==> src/rtl/pps_pkg.sv <==
package pps_pkg;
  // Pending phase adjustment held by a channel until mid-period
  typedef enum logic [1:0] {
    ADJ_NONE  = 2'd0,
    ADJ_EARLY = 2'd1,
    ADJ_LATE  = 2'd2
  } adj_e;
endpackage

==> src/rtl/pps_phase_counter.sv <==
module pps_phase_counter
  import pps_pkg::*;
#(
  parameter int DIV   = 20,
  parameter int CNT_W = 5,
  parameter int OFS_W = 6
) (
  input  logic                    clk_i,
  input  logic                    rst_ni,
  input  logic                    sync_i,
  input  logic                    load_i,
  input  logic [CNT_W-1:0]        load_val_i,
  input  logic signed [OFS_W-1:0] offset_i,
  input  logic                    adv_i,
  input  logic                    ret_i,
  output logic                    fire_o,
  output logic                    ack_o
);
  localparam logic [CNT_W-1:0] LAST = CNT_W'(DIV - 1);
  localparam logic [CNT_W-1:0] MID  = CNT_W'(DIV / 2);

  // Start count after sync: a delay of D clocks means starting D short of wrap
  function automatic logic [CNT_W-1:0] start_of(input logic signed [OFS_W-1:0] ofs);
    int o;
    o = int'(ofs);
    return (o <= 0) ? CNT_W'(-o) : CNT_W'(DIV - o);
  endfunction

  logic [CNT_W-1:0] cnt_q, cnt_d;
  adj_e             pend_q, pend_d;
  logic             ack_q;

  // Named internal events
  logic step_req, step_capture, step_apply;
  assign step_req     = adv_i ^ ret_i;
  assign step_capture = !sync_i && step_req && (pend_q == ADJ_NONE);
  assign step_apply   = (pend_q != ADJ_NONE) && (cnt_q == MID) && !sync_i && !load_i;

  always_comb begin
    cnt_d = (cnt_q == LAST) ? '0 : cnt_q + CNT_W'(1);
    if (sync_i)          cnt_d = start_of(offset_i);
    else if (load_i)     cnt_d = load_val_i;
    else if (step_apply) cnt_d = (pend_q == ADJ_EARLY) ? cnt_q + CNT_W'(2) : cnt_q;

    pend_d = pend_q;
    if (sync_i || step_apply) pend_d = ADJ_NONE;
    else if (step_capture)    pend_d = adv_i ? ADJ_EARLY : ADJ_LATE;
  end

  always_ff @(posedge clk_i or negedge rst_ni) begin
    if (!rst_ni) begin
      cnt_q  <= '0;
      pend_q <= ADJ_NONE;
      ack_q  <= 1'b0;
    end else begin
      cnt_q  <= cnt_d;
      pend_q <= pend_d;
      ack_q  <= step_apply;
    end
  end

  assign fire_o = (cnt_q == '0) && !sync_i;
  assign ack_o  = ack_q;

  p_cnt_range_r1: assert property (@(posedge clk_i) disable iff (!rst_ni)
    cnt_q <= LAST);
  p_sync_zero_r3: assert property (@(posedge clk_i) disable iff (!rst_ni)
    (sync_i && offset_i == '0) |=> (cnt_q == '0));
  p_late_hold_r5: assert property (@(posedge clk_i) disable iff (!rst_ni)
    (step_apply && pend_q == ADJ_LATE) |=> $stable(cnt_q));
  p_early_skip_r5: assert property (@(posedge clk_i) disable iff (!rst_ni)
    (step_apply && pend_q == ADJ_EARLY) |=> (cnt_q == CNT_W'($past(cnt_q) + CNT_W'(2))));
  p_ack_single_r6: assert property (@(posedge clk_i) disable iff (!rst_ni)
    ack_q |=> !ack_q);
endmodule

==> src/rtl/pps_pulse_shaper.sv <==
module pps_pulse_shaper #(
  parameter int DIV   = 20,
  parameter int CNT_W = 5
) (
  input  logic             clk_i,
  input  logic             rst_ni,
  input  logic             sync_i,
  input  logic             fire_i,
  input  logic [CNT_W-1:0] width_i,
  output logic             raw_o
);
  localparam logic [CNT_W-1:0] WMAX = CNT_W'(DIV - 2);

  // Keep the pulse at least one clock and leave at least two low clocks
  function automatic logic [CNT_W-1:0] clamp_width(input logic [CNT_W-1:0] w);
    if (w == '0)  return CNT_W'(1);
    if (w > WMAX) return WMAX;
    return w;
  endfunction

  logic [CNT_W-1:0] wcnt_q;

  always_ff @(posedge clk_i or negedge rst_ni) begin
    if (!rst_ni)            wcnt_q <= '0;
    else if (sync_i)        wcnt_q <= '0;
    else if (fire_i)        wcnt_q <= clamp_width(width_i);
    else if (wcnt_q != '0)  wcnt_q <= wcnt_q - CNT_W'(1);
  end

  assign raw_o = (wcnt_q != '0);

  p_trunc_r8: assert property (@(posedge clk_i) disable iff (!rst_ni)
    sync_i |=> !raw_o);
  p_width_cap_r2: assert property (@(posedge clk_i) disable iff (!rst_ni)
    wcnt_q <= WMAX);
endmodule

==> src/rtl/pps_retime.sv <==
module pps_retime (
  input  logic clk_i,
  input  logic rst_ni,
  input  logic d_i,
  output logic q_o
);
  always_ff @(negedge clk_i or negedge rst_ni) begin
    if (!rst_ni) q_o <= 1'b0;
    else         q_o <= d_i;
  end
endmodule

==> src/rtl/pps_divider.sv <==
module pps_divider #(
  parameter int DIV_RATIO = 10_000_000,
  parameter int NUM_CH    = 2,
  localparam int CNT_W    = $clog2(DIV_RATIO),
  localparam int OFS_W    = CNT_W + 1
) (
  input  logic                    clk_i,
  input  logic                    rst_ni,
  input  logic                    sync_i,
  input  logic [NUM_CH-1:0]       load_i,
  input  logic [NUM_CH*CNT_W-1:0] load_val_i,
  input  logic [NUM_CH*OFS_W-1:0] offset_i,
  input  logic [NUM_CH*CNT_W-1:0] width_i,
  input  logic [NUM_CH-1:0]       advance_i,
  input  logic [NUM_CH-1:0]       retard_i,
  output logic [NUM_CH-1:0]       pps_o,
  output logic [NUM_CH-1:0]       step_ack_o
);
  for (genvar ch = 0; ch < NUM_CH; ch++) begin : g_ch
    logic fire, raw;

    pps_phase_counter #(.DIV(DIV_RATIO), .CNT_W(CNT_W), .OFS_W(OFS_W)) u_cnt (
      .clk_i      (clk_i),
      .rst_ni     (rst_ni),
      .sync_i     (sync_i),
      .load_i     (load_i[ch]),
      .load_val_i (load_val_i[ch*CNT_W +: CNT_W]),
      .offset_i   (offset_i[ch*OFS_W +: OFS_W]),
      .adv_i      (advance_i[ch]),
      .ret_i      (retard_i[ch]),
      .fire_o     (fire),
      .ack_o      (step_ack_o[ch])
    );

    pps_pulse_shaper #(.DIV(DIV_RATIO), .CNT_W(CNT_W)) u_shape (
      .clk_i   (clk_i),
      .rst_ni  (rst_ni),
      .sync_i  (sync_i),
      .fire_i  (fire),
      .width_i (width_i[ch*CNT_W +: CNT_W]),
      .raw_o   (raw)
    );

    pps_retime u_rt (
      .clk_i  (clk_i),
      .rst_ni (rst_ni),
      .d_i    (raw),
      .q_o    (pps_o[ch])
    );

    // At a rising edge the retimed output already carries the shaper value
    p_retime_r7: assert property (@(posedge clk_i) disable iff (!rst_ni)
      pps_o[ch] == raw);
  end
endmodule

==> config.mk <==
export PLATFORM = sky130hd
export DESIGN_NAME = pps_divider
export DESIGN_NICKNAME = d
export VERILOG_FILES = /design/src/rtl/pps_pkg.sv /design/src/rtl/pps_phase_counter.sv /design/src/rtl/pps_pulse_shaper.sv /design/src/rtl/pps_retime.sv /design/src/rtl/pps_divider.sv
export SDC_FILE = /design/constraint.sdc
export NUM_CORES = 1
export LEC_CHECK = 0
export BUFFER_PORTS_ARGS = -buffer_cell sky130_fd_sc_hd__buf_2
export CAP_MARGIN = 40
export CORE_MARGIN = 3
export CORE_UTILIZATION = 62
export DETAILED_ROUTE_END_ITERATION = 7
export GPL_TIMING_DRIVEN = 0
export PLACE_DENSITY_LB_ADDON = 0.08
export SLEW_MARGIN = 40
export SYNTH_ARGS = -nofsm -noshare
export SYNTH_HDL_FRONTEND = slang
export SYNTH_SLANG_ARGS = --single-unit
==> constraint.sdc <==
create_clock -name clk_i -period 7 [get_ports clk_i]
set_input_delay 0.35 -clock clk_i [delete_from_list [all_inputs] [get_ports clk_i]]
set_output_delay 0.35 -clock clk_i [all_outputs]
set_load 0.1 [all_outputs]
==> results.cfg <==
[cts]
clock_sinks = 104
cts_buffers = 9
post_cts_resized = 0
cts-root-buf = clkbuf_16
clock_path_buffers = 2
cts_tree = built
insertion_delay_ns = 0.36
cts_setup_buffers = 0
htree_levels = 3
holdBufCountCts = 1
cts.clk_slew.worst_paths_ns = 0.07

[run]
max_cap_violations = 0

[critical_path]
required_ns = 3.67
regToRegStartpoint = g_ch[0].u_shape.wcnt_q[3]
critPathKind = flip-flop to flip-flop
crit_buf_inv = 1
crit_arrival_ns = 2.33
crit_start = g_ch[0].u_shape.wcnt_q[3]
rr_worst_depth = 4
r2r_end = g_ch[0].u_rt.q_o
cp.depth = 4
startpoint_type = flip-flop
crit_chain = nor3_1 > nand4_1 > nor2_1 > inv_1
critical-path-max-stage-delay_ns = 0.49
worst_setup_path_end_kind = flip-flop
crit_slowest_cell = nor3_1
r2r_setup_slack_ns = 1.35
cp_max_fo = 8
critPathTopFamily = simple AND/OR/NAND/NOR gates

[logic_synthesis]
synth_ff_type = dfrtp_1
synth_cell_types = 86
synth_top_cell_area_share = 0.2916
ys_seq_elements = 104
yosysSeqAreaShare = 0.2973
syn_nets = 1256
syn_inst = 1089
synth-async-reset-ratio = 1.000
yosysWarnings = 0
netlist_top_cells_area = dfrtp_1 29%, xnor2_1 5.7%, xor2_1 5.6%
synth-edff-count = 0
synth_common_cells = 102 x dfrtp_1, 91 x nor2_1, 78 x nand2_1
synth_area_mm2 = 0.008755
synth_most_common_cell = dfrtp_1
synth_area_per_cell_um2 = 8.039
synth.largest_area_cell = dfrtp_1

[cells_and_area]
area_delta_synth_final_pct = 14.58
nets = 1413
diodes = 0
instances_no_fill = 1427
drive_above_1_share = 0.1591

[grt]
antenna_found_initial = 0
grt.overflow.total = 0
first_global_vias = 8665
grt_start_max_net_pins = 60
track_usage = 0.3345
grt_pass1_wl_mm = 43.19

[power_and_ir_drop]
ir_drop_mv = 0.1390
p_leak_nw = 4.164
p_per_area_mw_per_mm2 = 252.9

[min_path]
holdPathEnd = g_ch[1].u_shape.wcnt_q[22]
hold_path_class = input port to flip-flop
hp-start = width_i[46]
hold_depth = 2

[drt]
dr.pass1.iters = 6
num_vias = 9421
wl_per_cell_um = 18.86
wl_mm = 26.91
drtAntennaViolNets = 0
drt_iter0_drc = 1210
via_per_inst = 6.602
drc = 0

[die]
start_util = 0.6482
pin_count = 159
dieArea_mm2 = 0.01558
dieWidth_um = 124.8
rows = 42
chipHeight_um = 124.8
core-area_mm2 = 0.01351

[timing]
tightestPinTransition_ns = 0.8442
rsz0062_at_grt = false
fin_ws_ns = 1.346
report.final.setup_viol = 0
max-slew-margin-rel = 0.4372
finClkSkew_ns = 0.008403
finalMaxSlewViolations = 0
hold_violations = 0
fin_setup_tns_ns = 0

[place]
io_buffer_count = 144
detailedPlace.worstSlack_ns = 1.488
dp_cells = 1410
dp_hpwl_mm = 20.49
place.gp.congestion = 0.9783

[outcome]
status = complete, no violations
==> cells by family (layout without fill, tap and decap cells) <==
| logic type | count (synthesis) | count (layout) | share of synthesized area |
|---|---|---|---|
| buf+inv | 96 | 258 | 0.04530 |
| flops | 104 | 104 | 0.2973 |
| simple gates | 464 | 464 | 0.2823 |
| xor+xnor | 113 | 113 | 0.1130 |
| fa+ha+maj | 13 | 13 | 0.01829 |
| compound gates | 268 | 268 | 0.2078 |
| mux | 31 | 31 | 0.03602 |
==> placed cells by master (no fill, tap or decap), types with 30 or more instances in the layout <==
cell	n
xor2_1	56
nand3_1	54
inv_1	34
xnor2_1	57
nand2_1	78
nor4_1	42
clkbuf_1	45
dfrtp_1	102
nor3_1	57
a21oi_1	60
buf_2	147
nand4_1	30
o21ai_0	61
nor2_1	91
==> worst max path at each step <==
stage / endpoint / slack, ns
6_report: g_ch[0].u_rt.q_o / 1.35
5_1_grt: g_ch[0].u_rt.q_o / 1.18
4_1_cts: g_ch[0].u_rt.q_o / 1.44
3_5_place_dp: g_ch[0].u_rt.q_o / 1.49
3_3_place_gp: g_ch[0].u_rt.q_o / 1.03
2_1_floorplan: g_ch[0].u_rt.q_o / 1.86
==> through the flow <==
step	instance area, µm²	util	total power, mW	hold WS (ns)
after floorplan	8755	-	1.733	0.05441
final	10030	0.7427	2.537	0.2152
after detailed placement	9739	0.7211	2.024	0.2678
after CTS	10020	0.7423	2.513	0.2155
after global placement	9696	0.7179	1.995	0.5173
after global routing	10030	0.7427	2.710	0.2148
==> where the power goes <==
| group | switching (mW) | internal, mW | total [mW] |
|---|---|---|---|
| logic | 0.675 | 0.472 | 1.15 |
| registers | 0.156 | 0.746 | 0.902 |
| clock network | 0.237 | 0.250 | 0.487 |
| total | 1.07 | 1.47 | 2.54 |
==> routing by layer <==
layer / vias up / share of wire / global-route usage
li1: 4405 / - / -
met4: 0 / 0.031 / 0.1180
met2: 534 / 0.45 / 0.5283
met3: 76 / 0.093 / 0.05789
met5: - / 0 / 0
met1: 4406 / 0.42 / 0.4646
==> worst reg2reg max path, cell delays in order, from the launching register on <==
cell	delay (ns)
dfrtp_1	0.41
nor3_1	0.49
nand4_1	0.42
nor2_1	0.50
inv_1	0.15
==> final cells by class <==
type | count | area (µm²)
Multi-Input combinational cell | 889 | 5768
Fill cell | 1132 | 3475
Sequential cell | 104 | 2603
Timing Repair Buffer | 146 | 768.2
Buffer | 61 | 265.3
Clock buffer | 11 | 242.7
Tap cell | 176 | 220.2
Inverter | 35 | 131.4
Clock inverter | 5 | 32.53
==> registers in the layout, summed over array words and instances, names as in the netlist <==
name and cells:
g_ch.u_cnt.pend_q 4, g_ch.u_cnt.ack_o 2, g_ch.u_rt.q_o 2, g_ch.u_shape.wcnt_q 48, g_ch.u_cnt.cnt_q 48
Power figures use the tool's default switching activity.
